[config.mk]
export PLATFORM = sky130hd
export DESIGN_NAME = vaddr_guard
export DESIGN_NICKNAME = d
export VERILOG_FILES = /design/src/rtl/vag_pkg.sv /design/src/rtl/vag_seg_decode.sv /design/src/rtl/vag_fault_judge.sv /design/src/rtl/vag_addr_compose.sv /design/src/rtl/vaddr_guard.sv
export SDC_FILE = /design/constraint.sdc
export NUM_CORES = 1
export LEC_CHECK = 0
export ABC_CLOCK_PERIOD_IN_PS = 5500
export BUFFER_PORTS_ARGS = -buffer_cell sky130_fd_sc_hd__buf_4
export CORE_MARGIN = 2
export CORE_UTILIZATION = 25
export CTS_CLUSTER_SIZE = 12
export DETAILED_ROUTE_END_ITERATION = 10
export HOLD_SLACK_MARGIN = 0.08
export SLEW_MARGIN = 40
export SYNTH_ARGS = -nofsm -noshare
export SYNTH_HDL_FRONTEND = slang
export SYNTH_HIERARCHICAL = 1
export SYNTH_SLANG_ARGS = --single-unit
[constraint.sdc]
create_clock -name clk -period 5.5 [get_ports clk]
set_input_delay 1.1 -clock clk [delete_from_list [all_inputs] [get_ports clk]]
set_output_delay 1.1 -clock clk [all_outputs]
set_load 0.01 [all_outputs]
[src/rtl/vag_pkg.sv]
package vag_pkg;
  typedef enum logic [3:0] {
    FLT_NONE     = 4'd0,
    FLT_ADDR_RD  = 4'd1,
    FLT_ADDR_WR  = 4'd2,
    FLT_MISS_RD  = 4'd3,
    FLT_MISS_WR  = 4'd4,
    FLT_MULTI    = 4'd5,
    FLT_PROT_RD  = 4'd6,
    FLT_PROT_WR  = 4'd7,
    FLT_FIRST_WR = 4'd8
  } fault_e;

  typedef enum logic [1:0] {
    RGN_PASS_RAW,
    RGN_PASS_CLR,
    RGN_ADDR_ERR,
    RGN_XLATE
  } region_e;

  localparam logic [1:0] LK_HIT  = 2'd0;
  localparam logic [1:0] LK_MISS = 2'd1;
endpackage

[src/rtl/vag_seg_decode.sv]
module vag_seg_decode
  import vag_pkg::*;
#(
  parameter int ADDR_W       = 32,
  parameter int SEG_BITS     = 3,
  parameter int SQ_SPAN_BITS = 26
) (
  input  logic [ADDR_W-1:0] vaddr,
  input  logic              priv,
  input  logic              xlate_en,
  input  logic              single_vs,
  input  logic              sq_user_off,
  output region_e           region,
  output logic              cmp_asid
);
  localparam int SQ_TAG_W = ADDR_W - SQ_SPAN_BITS;
  localparam logic [SQ_TAG_W-1:0] SQ_TAG =
    {{SEG_BITS{1'b1}}, {(SQ_TAG_W-SEG_BITS){1'b0}}};

  logic [SEG_BITS-1:0] seg;
  logic                in_sq;

  assign seg   = vaddr[ADDR_W-1 -: SEG_BITS];
  assign in_sq = (vaddr[ADDR_W-1 -: SQ_TAG_W] == SQ_TAG);

  always_comb begin
    if (vaddr[ADDR_W-1]) begin
      if (priv) begin
        if (&seg)
          region = RGN_PASS_RAW;
        else if (!vaddr[ADDR_W-2])
          region = RGN_PASS_CLR;
        else
          region = xlate_en ? RGN_XLATE : RGN_PASS_CLR;
      end else begin
        region = (in_sq && !sq_user_off) ? RGN_PASS_RAW : RGN_ADDR_ERR;
      end
    end else begin
      region = xlate_en ? RGN_XLATE : RGN_PASS_CLR;
    end
  end

  assign cmp_asid = !(priv && single_vs);
endmodule

[src/rtl/vag_fault_judge.sv]
module vag_fault_judge
  import vag_pkg::*;
(
  input  region_e    region,
  input  logic       write,
  input  logic       priv,
  input  logic [1:0] status,
  input  logic       ent_user,
  input  logic       ent_wr,
  input  logic       ent_dirty,
  output fault_e     fault,
  output logic       xlate_class
);
  logic rd_denied;
  logic wr_denied;

  assign rd_denied = !priv && !ent_user;
  assign wr_denied = priv ? !ent_wr : !(ent_wr && ent_user);

  always_comb begin
    fault = FLT_NONE;
    unique case (region)
      RGN_ADDR_ERR: fault = write ? FLT_ADDR_WR : FLT_ADDR_RD;
      RGN_XLATE: begin
        if (status == LK_MISS)
          fault = write ? FLT_MISS_WR : FLT_MISS_RD;
        else if (status != LK_HIT)
          fault = FLT_MULTI;
        else if (!write && rd_denied)
          fault = FLT_PROT_RD;
        else if (write && wr_denied)
          fault = FLT_PROT_WR;
        else if (write && !ent_dirty)
          fault = FLT_FIRST_WR;
        else
          fault = FLT_NONE;
      end
      default: fault = FLT_NONE;
    endcase
  end

  assign xlate_class = (region == RGN_XLATE) && (fault != FLT_NONE);
endmodule

[src/rtl/vag_addr_compose.sv]
module vag_addr_compose
  import vag_pkg::*;
#(
  parameter int              ADDR_W       = 32,
  parameter int              SEG_BITS     = 3,
  parameter logic [ADDR_W-1:0] ONCHIP_BOUND = 32'h1C00_0000
) (
  input  logic [ADDR_W-1:0] vaddr,
  input  region_e           region,
  input  logic [ADDR_W-1:0] ppage,
  input  logic [ADDR_W-1:0] mask,
  output logic [ADDR_W-1:0] paddr
);
  localparam int SEG_LSB = ADDR_W - SEG_BITS;
  localparam logic [ADDR_W-1:0] SEG_FILL =
    {{SEG_BITS{1'b1}}, {SEG_LSB{1'b0}}};

  logic [ADDR_W-1:0] joined;
  logic [ADDR_W-1:0] remapped;

  assign joined   = (ppage & mask) | (vaddr & ~mask);
  assign remapped = (joined > ONCHIP_BOUND) ? (joined | SEG_FILL) : joined;

  always_comb begin
    unique case (region)
      RGN_PASS_RAW: paddr = vaddr;
      RGN_PASS_CLR: paddr = {{SEG_BITS{1'b0}}, vaddr[SEG_LSB-1:0]};
      RGN_XLATE:    paddr = remapped;
      default:      paddr = '0;
    endcase
  end
endmodule

[src/rtl/vaddr_guard.sv]
module vaddr_guard
  import vag_pkg::*;
#(
  parameter int              ADDR_W       = 32,
  parameter int              SEG_BITS     = 3,
  parameter int              SQ_SPAN_BITS = 26,
  parameter logic [ADDR_W-1:0] ONCHIP_BOUND = 32'h1C00_0000
) (
  input  logic              clk,
  input  logic              rst,
  input  logic              req_valid,
  input  logic [ADDR_W-1:0] req_vaddr,
  input  logic              req_write,
  input  logic              req_priv,
  input  logic              cfg_xlate_en,
  input  logic              cfg_single_vs,
  input  logic              cfg_sq_user_off,
  input  logic [1:0]        tlb_status,
  input  logic              tlb_user,
  input  logic              tlb_wr,
  input  logic              tlb_dirty,
  input  logic [ADDR_W-1:0] tlb_ppage,
  input  logic [ADDR_W-1:0] tlb_mask,
  output logic              tlb_cmp_asid,
  output logic              rsp_valid,
  output logic [3:0]        rsp_fault,
  output logic [ADDR_W-1:0] rsp_paddr,
  output logic [ADDR_W-1:0] fault_vaddr
);
  region_e           region;
  fault_e            fault;
  logic              xlate_class;
  logic [ADDR_W-1:0] paddr;

  vag_seg_decode #(
    .ADDR_W(ADDR_W), .SEG_BITS(SEG_BITS), .SQ_SPAN_BITS(SQ_SPAN_BITS)
  ) u_seg (
    .vaddr(req_vaddr), .priv(req_priv), .xlate_en(cfg_xlate_en),
    .single_vs(cfg_single_vs), .sq_user_off(cfg_sq_user_off),
    .region(region), .cmp_asid(tlb_cmp_asid)
  );

  vag_fault_judge u_judge (
    .region(region), .write(req_write), .priv(req_priv),
    .status(tlb_status), .ent_user(tlb_user), .ent_wr(tlb_wr),
    .ent_dirty(tlb_dirty), .fault(fault), .xlate_class(xlate_class)
  );

  vag_addr_compose #(
    .ADDR_W(ADDR_W), .SEG_BITS(SEG_BITS), .ONCHIP_BOUND(ONCHIP_BOUND)
  ) u_compose (
    .vaddr(req_vaddr), .region(region), .ppage(tlb_ppage),
    .mask(tlb_mask), .paddr(paddr)
  );

  always_ff @(posedge clk) begin
    if (rst) begin
      rsp_valid   <= 1'b0;
      rsp_fault   <= 4'd0;
      rsp_paddr   <= '0;
      fault_vaddr <= '0;
    end else begin
      rsp_valid <= req_valid;
      if (req_valid) begin
        rsp_fault <= fault;
        rsp_paddr <= (fault == FLT_NONE) ? paddr : '0;
        if (xlate_class)
          fault_vaddr <= req_vaddr;
      end
    end
  end
endmodule

==> metrics.cfg <==
[setup_path]
worstPathRequired_ps=5700
crit_fanout=64
critical-path-slowest-cell=o311a_4
start_kind=primary input
crit_start=req_vaddr[30]
critPathMaxStageDelay_ps=690
critPathMostFrequentCell=a21oi_1
r2r-start=fault_vaddr[31]
worst_ep_arrival_time_ps=3590
cp_cell_sequence=buf_4 > inv_1 > o21ai_0 > a32o_2 > nand2_1 > a21oi_1 > o311a_4 > a21bo_2 > a21oi_1
path_buf_inv=2
path_delay_family=compound AO/OA/AOI/OAI gates
endpoint_kind=register
critPathKind=in2reg

[route]
drc=0
num_vias=4172
via_per_inst=4.955
firstDrtPassIters=5
wl_per_cell_um=17.42
finalWirelength_mm=14.66
drtIter0Drc=236
drtAntennaViolNets=0

[pwr]
netSwitchingPower_uw=395.7
leakage_uw=0.002548
peakVddDrop_mv=0.1518
p_int_uw=994.2
swShare_pct=28.47
pwr-share-clk_pct=37.5
p_comb_share_pct=23.6
seqPwrFrac_pct=38.8
power_uw=1390
power_density_nw_per_um2=244.3

[yosys]
synth_warnings=6
syn_inst=466
synth_top_family_by_area=compound AO/OA/AOI/OAI gates
synthMuxAreaShare_pct=2.518
syn_nets=575
ys.flop_type=dfxtp_1
synth-edff-count=0
synth-xor-area-share_pct=0
syn_avg_cell_area_um2=8.530
yosysMostFrequentCell=dfxtp_1
ys_types=43
ys_ff_latch=69
synthAdderAreaFrac_pct=0
synth_compound_area_share_pct=35.06
synth_top_cells_by_count=dfxtp_1 (69), o21ai_0 (59), nand3_1 (40)
yosysSeqAreaShare_pct=34.75
syn-cell-area_um2=3975
yosys.area.top_type=dfxtp_1
async_reset_ff_share_pct=0
yosys.area_share.simple_pct=19.42
synth_top_area_share_pct=34.75
yosys-top-cells-area=dfxtp_1 (35%), a32o_1 (8.3%), a21bo_2 (8.1%)

[clocking]
h-tree-depth=3
cts_hold_buf=0
clockBufferDepth=2
post_cts_buffers=0
post_cts_resized=0
cts_sinks=69
clk_latency_ps=330
path_clk_slew_ps=50
root_buffer=clkbuf_16
cts_tree=built
cts_buffers=9

[sta]
setup_viol=0
worst_pin_slew_ps=728.5
rsz0062_at_grt=no
min_period_ps=3391
fmax_ghz=0.2949
maxSlewHeadroom_pct=51.44
fin_skew_ps=0
hold_viol=0
finalCritPeriodShare_pct=61.66
final.setup.tns_ps=0
finalMaxSlewViolations=0

[worst_hold_path]
hold_path.class=reg2reg
min_from=rsp_paddr[23]

[global_route]
grt_max_degree=71
grt_pass1_vias=3987
antenna_found_initial=0
grt_first_pass_wirelength_mm=21.89
gr-usage-all-layers_pct=17.02
gr-total-overflow=0

[floorplan]
core_area_um2=15710
rows=46
die-area_um2=16920
start_util_pct=25.30
ioPinCount=179
dieHeight_um=130.1
chipWidth_um=130.1

[final_layout]
fillers=1639
area.growth.synth_to_final_pct=43.12
layout-drive-gt1-share_pct=39.30
fin_nets=731
num_antenna_cells=0

[placement]
dp_hpwl_mm=11.31
portBuffers=178
gp_congestion=0.8707

[status]
status=finished, final reports clean

[job]
drv_cap=0

## through the flow
step / hold slack, ps / utilization (%) / cells / area (um2) / setup WS [ps]
floorplan: 510.5 / - / 466 / 3975 / 2311
global placement: 455.6 / 34.49 / 827 / 5419 / 1496
CTS: 469.2 / 36.21 / 842 / 5689 / 2159
global route: 490.7 / 36.21 / 842 / 5689 / 1902
finish: 463.9 / 36.21 / 842 / 5689 / 2109
detailed placement: 456.7 / 34.55 / 827 / 5429 / 1793
## sequential cells by signal, indices dropped and copies added, names as in the netlist
name	flops
rsp_fault	4
fault_vaddr	32
rsp_valid	1
rsp_paddr	32
## final timing paths
kind,to,slack (ps),cells past startpoint
worst min register to register,rsp_paddr[23],460,1
worst min-delay path,rsp_paddr[23],460,1
worst max register to register,fault_vaddr[31],4740,2
worst max-delay path,fault_vaddr[2],2110,9
## area by class of cell
type	instances	area, um2	area share [%]
Sequential cell	69	1381	24.28
Timing Repair Buffer	183	1374	24.15
Clock buffer	13	250.2	4.399
Tap cell	216	270.3	4.750
Multi-Input combinational cell	327	2283	40.14
Clock inverter	2	10.01	0.1759
Inverter	32	120.1	2.111
## power by group through the flow
stage          clock network, uW  registers, uW  logic [uW]
5_1_grt                      564            542         359
3_3_place_gp                   0            550         323
2_1_floorplan                  0            560         164
3_5_place_dp                   0            551         330
6_report                     522            540         328
4_1_cts                      543            540         331
## layout by cell type (no fill, tap or decap), types with 4 or more instances in the layout
master and n:
nor2_1 7, buf_4 183, nand2_1 9, clkbuf_16 9
a32o_1 32, a21bo_2 32, mux2i_1 10, a21oi_1 39
inv_1 32, dfxtp_1 69, nand4_1 4, and3_1 26
o21ai_0 59, nand3_1 40, and2_1 5, nor2b_1 23
## cell families after synthesis
kind of cell    after synthesis
flops                        69
compound gates              187
buf+inv                      70
mux                          10
simple gates                130
## worst reg2reg max path, cell delays in order, from the launching register on
cell and delay, ps:
dfxtp_1 330, a21bo_2 220, a21oi_1 140
## routing by layer
metal	global-route usage [%]	vias to the layer above	wire (um)	part of all wire [%]
met5	0	-	0	0
met4	4.111	0	159	1.1
met3	5.125	12	969	6.6
met2	29.78	129	7248	49
met1	20.47	2001	6286	43
li1	-	2030	-	-
Power figures use the tool's default switching activity.
